File: config.mk
export PLATFORM = sky130hd
export DESIGN_NAME = one_pos_shifter
export DESIGN_NICKNAME = d
export VERILOG_FILES = /design/src/rtl/shifter_pkg.sv /design/src/rtl/shift_neighbour_taps.sv /design/src/rtl/shift_bit_mux.sv /design/src/rtl/shift_carry_sel.sv /design/src/rtl/one_pos_shifter.sv
export SDC_FILE = /design/constraint.sdc
export NUM_CORES = 1
export LEC_CHECK = 0
export ABC_AREA = 1
export CAP_MARGIN = 0
export CORE_AREA = 4 4 41 43
export DETAILED_ROUTE_END_ITERATION = 12
export DIE_AREA = 0 0 45 47
export DONT_BUFFER_PORTS = 1
export MAX_ROUTING_LAYER = met4
export PLACE_DENSITY = 0.3
export SETUP_SLACK_MARGIN = 0.02
export SLEW_MARGIN = 25
export SYNTH_ARGS = -nofsm -noshare
export SYNTH_HDL_FRONTEND = slang
export SYNTH_HIERARCHICAL = 1
export SYNTH_SLANG_ARGS = --single-unit
File: constraint.sdc
create_clock -name vclk -period 1.8
set_clock_uncertainty 0.2 [all_clocks]
set_input_delay 0.36 -clock vclk [all_inputs]
set_output_delay 0.36 -clock vclk [all_outputs]
set_load 0.01 [all_outputs]
File: src/rtl/shifter_pkg.sv
package shifter_pkg;

  typedef enum logic [1:0] {
    SH_CLEAR = 2'b00,
    SH_DOWN  = 2'b01,
    SH_UP    = 2'b10,
    SH_HOLD  = 2'b11
  } shift_mode_e;

  // Bit entering the vacated MSB on a move toward the LSB.
  function automatic logic top_fill(input logic msb, input logic sign_fill);
    return sign_fill & msb;
  endfunction

endpackage

File: src/rtl/shift_neighbour_taps.sv
module shift_neighbour_taps #(
  parameter int W = 4
) (
  input  logic [W-1:0] word,
  input  logic         sign_fill,
  output logic [W-1:0] upper_nb,
  output logic [W-1:0] lower_nb
);
  import shifter_pkg::*;

  localparam int TOP = W - 1;

  logic fill_in;
  assign fill_in = top_fill(word[TOP], sign_fill);

  for (genvar b = 0; b < W; b++) begin : g_tap
    if (b == TOP) begin : g_top
      assign upper_nb[b] = fill_in;
    end else begin : g_mid_up
      assign upper_nb[b] = word[b+1];
    end
    if (b == 0) begin : g_bot
      assign lower_nb[b] = 1'b0;
    end else begin : g_mid_lo
      assign lower_nb[b] = word[b-1];
    end
  end

endmodule

File: src/rtl/shift_bit_mux.sv
module shift_bit_mux
  import shifter_pkg::*;
(
  input  shift_mode_e sel,
  input  logic        self_bit,
  input  logic        upper_bit,
  input  logic        lower_bit,
  output logic        y
);

  always_comb begin
    unique case (sel)
      SH_CLEAR: y = 1'b0;
      SH_DOWN:  y = upper_bit;
      SH_UP:    y = lower_bit;
      SH_HOLD:  y = self_bit;
      default:  y = 1'b0;
    endcase
  end

endmodule

File: src/rtl/shift_carry_sel.sv
module shift_carry_sel
  import shifter_pkg::*;
(
  input  shift_mode_e sel,
  input  logic        msb,
  input  logic        lsb,
  output logic        carry
);

  always_comb begin
    unique case (sel)
      SH_DOWN: carry = lsb;
      SH_UP:   carry = msb;
      default: carry = 1'b0;
    endcase
  end

endmodule

File: src/rtl/one_pos_shifter.sv
module one_pos_shifter #(
  parameter int W = 4
) (
  input  logic [W-1:0] word_i,
  input  logic [1:0]   mode_i,
  input  logic         sfill_i,
  output logic [W-1:0] res_o,
  output logic         cout_o
);
  import shifter_pkg::*;

  localparam int TOP = W - 1;

  shift_mode_e sel;
  logic [W-1:0] upper_nb;
  logic [W-1:0] lower_nb;
  logic         dropped_top;
  logic         dropped_bot;

  assign sel         = shift_mode_e'(mode_i);
  assign dropped_top = word_i[TOP];
  assign dropped_bot = word_i[0];

  shift_neighbour_taps #(.W(W)) u_taps (
    .word      (word_i),
    .sign_fill (sfill_i),
    .upper_nb  (upper_nb),
    .lower_nb  (lower_nb)
  );

  for (genvar b = 0; b < W; b++) begin : g_bit
    shift_bit_mux u_mux (
      .sel       (sel),
      .self_bit  (word_i[b]),
      .upper_bit (upper_nb[b]),
      .lower_bit (lower_nb[b]),
      .y         (res_o[b])
    );
  end

  shift_carry_sel u_carry (
    .sel   (sel),
    .msb   (dropped_top),
    .lsb   (dropped_bot),
    .carry (cout_o)
  );

  // Arithmetic forms used by the assertions.
  function automatic logic [W-1:0] arith_double(input logic [W-1:0] v);
    return W'(v * 2);
  endfunction

  function automatic logic [W-1:0] arith_half_u(input logic [W-1:0] v);
    return v / 2;
  endfunction

  function automatic logic [W-1:0] arith_half_s(input logic [W-1:0] v);
    logic signed [W-1:0] sv;
    sv = $signed(v);
    return W'(sv >>> 1);
  endfunction

  always_comb begin
    if (sel == SH_CLEAR) begin

      zero_mode_chk: assert (res_o == '0 && cout_o == 1'b0)
        else $error("zero mode gave %0h/%0b", res_o, cout_o);
    end
    if (sel == SH_HOLD) begin

      pass_mode_chk: assert (res_o == word_i && cout_o == 1'b0)
        else $error("pass mode gave %0h/%0b", res_o, cout_o);
    end
    if (sel == SH_UP) begin

      double_chk: assert (res_o == arith_double(word_i))
        else $error("left shift gave %0h", res_o);

      up_carry_chk: assert (cout_o == word_i[TOP])
        else $error("left carry %0b", cout_o);
    end
    if (sel == SH_DOWN) begin
      if (!sfill_i) begin

        half_u_chk: assert (res_o == arith_half_u(word_i))
          else $error("logical right gave %0h", res_o);
      end else begin

        half_s_chk: assert (res_o == arith_half_s(word_i))
          else $error("arith right gave %0h", res_o);
      end

      down_carry_chk: assert (cout_o == word_i[0])
        else $error("right carry %0b", cout_o);
    end
  end

endmodule

==> impl_metrics.ini <==
[status]
outcome = complete, no violations

[pwr]
switching_power_mw = 0.0164
ir_drop_uv = 30.9
p_leak_nw = 0.118
pwr-share-seq_pct = 0
p_per_area_nw_per_um2 = 143
clkPwrFrac_pct = 0
p_int_mw = 0.0106
comb_power_share_pct = 100.0
switching_share_pct = 60.8

[timing]
setup_viol = 0
period_share_pct = 77.4
max_clock_freq_mhz = 718
fin_tns_setup_ns = 0
rsz0062_at_grt = no
fin_crit_ns = 1.39
drv_slew = 0
hold_viol_final = 0
setup_slack_ns = 0.407

[global_route]
antenna_found_initial = 0
grt_pass1_wl_um = 759
gr-total-overflow = 0
grt_max_degree = 15
grt_pass1_vias = 160
grtUsageTotal_pct = 4.71

[floorplanning]
fp.dieW_um = 45
dieArea_um2 = 2120
die_h_um = 47
start_util_pct = 17.7
core-area_um2 = 1300
ios = 12
rows = 13

[setup_path]
cp_data_required_time_ns = 1.24
slowest_delay_ns = 0.29
critPathSlowestCell = ha_1
cp.arrival_ns = 0.83
critical_path.max_fanout = 14
start_kind = primary input
criticalPathCategory = in2out
crit_chain = inv_1 -> ha_1 -> a21oi_2
critPathCaptureType = primary output

[drt]
wl_um = 494
drt_iter0_markers = 8
drt-wirelength-per-cell_um = 10.1
ant_nets = 0
vias_per_cell = 3.94
drt_pre_antenna_iters = 4
num_vias = 193
drc = 0

[logic_synthesis]
synth_compound_area_share_pct = 3.80
netlist_area_um2 = 230
synthAdderAreaFrac_pct = 10.9
ys_types = 7
synth_fp_nets = 51
synth_area_per_cell_um2 = 5.48
synthSimpleGateAreaFrac_pct = 39.7
synth-xor-area-share_pct = 0
synth_top_family_by_area = buffers and inverters
ys_warn_count = 6
yosysSeqAreaShare_pct = 0
syn_inst = 42
muxShareOfSynthArea_pct = 0

[final_layout]
clock_buffers = 0
drive_above_1_share_pct = 2.94
syn2layout_area_growth_pct = -17.9
seq_cells = 0
diodes = 0
seqCellArea_um2 = 0
final_nets = 45

[placed_design]
dp_worst_setup_slack_ns = 0.405
gp_congestion = 0.597
port_buffers = 0
post-dp-hpwl_um = 395

[clocking]
post_cts_buffers = 0
cts_resized = 0
cts_hold_buf = 0

[min_path]
hold_path_class = in2out

[run]
cap_violations = 0
-- worst max-delay path: cells and delay by family --
family / cells / cell delay, ns
AO/OA/AOI/OAI: 1 / 0.16
buffers and inverters: 1 / 0.02
adder cells (fa/ha/maj): 1 / 0.29
-- cells in the final DEF (no fill, tap or decap) --
cell type | Yosys | final
ha_1 | 2 | 2
nand2_1 | 3 | 3
inv_1 | 11 | 11
nand3_1 | 16 | 16
a21oi_2 | 1 | 1
conb_1 | 1 | 1
-- cells by family after synthesis --
kind of cell | count (synthesis)
other | 1
adders and majority gates | 2
AOI/OAI and AO/OA | 1
buffers and inverters | 19
and+or+nand+nor | 19
-- power by group through the flow --
stage | logic (mW) | clock network [mW] | registers [mW]
after floorplan | 0.0368 | 0 | 0
after global placement | 0.0278 | 0 | 0
after detailed placement | 0.0277 | 0 | 0
after CTS | 0.0279 | 0 | 0
after global routing | 0.0319 | 0 | 0
final | 0.0271 | 0 | 0
-- layer usage --
metal | track usage (%) | up-vias | routed length, µm
li1 | - | 107 | -
met1 | 8.31 | 76 | 256
met2 | 5.65 | 10 | 206
met3 | 0.383 | 0 | 31
met4 | 0 | 0 | 0
met5 | - | - | 0
-- synth_stat cells, drive strengths merged --
cell type / number / area share (%)
ha: 2 / 11
buf: 8 / 26
a21oi: 1 / 3.8
conb: 1 / 1.6
nand3: 16 / 35
inv: 11 / 18
nand2: 3 / 4.9
-- final timing paths --
check	end	startpoint	slack (ns)	cells after the start
worst max-delay path	cout_o	mode_i[0]	0.41	3
worst min-delay path	cout_o	word_i[0]	0.64	2
-- per-stage QoR --
step / instances / power [mW] / cell area [µm²] / hold slack, ns / util (%)
floorplan: 42 / 0.0368 / 230 / 0.637 / -
global placement: 49 / 0.0278 / 189 / 0.653 / 14.5
detailed placement: 49 / 0.0277 / 189 / 0.647 / 14.5
CTS: 49 / 0.0279 / 189 / 0.647 / 14.5
global route: 49 / 0.0319 / 189 / 0.670 / 14.5
finish: 49 / 0.0271 / 189 / 0.645 / 14.5
-- final cells by class --
type                       count  area (µm²)
multi-input combinational     23         129
inverter                      11        41.3
tap                           15        18.8
fill                         168        1110
Power figures use the tool's default switching activity.
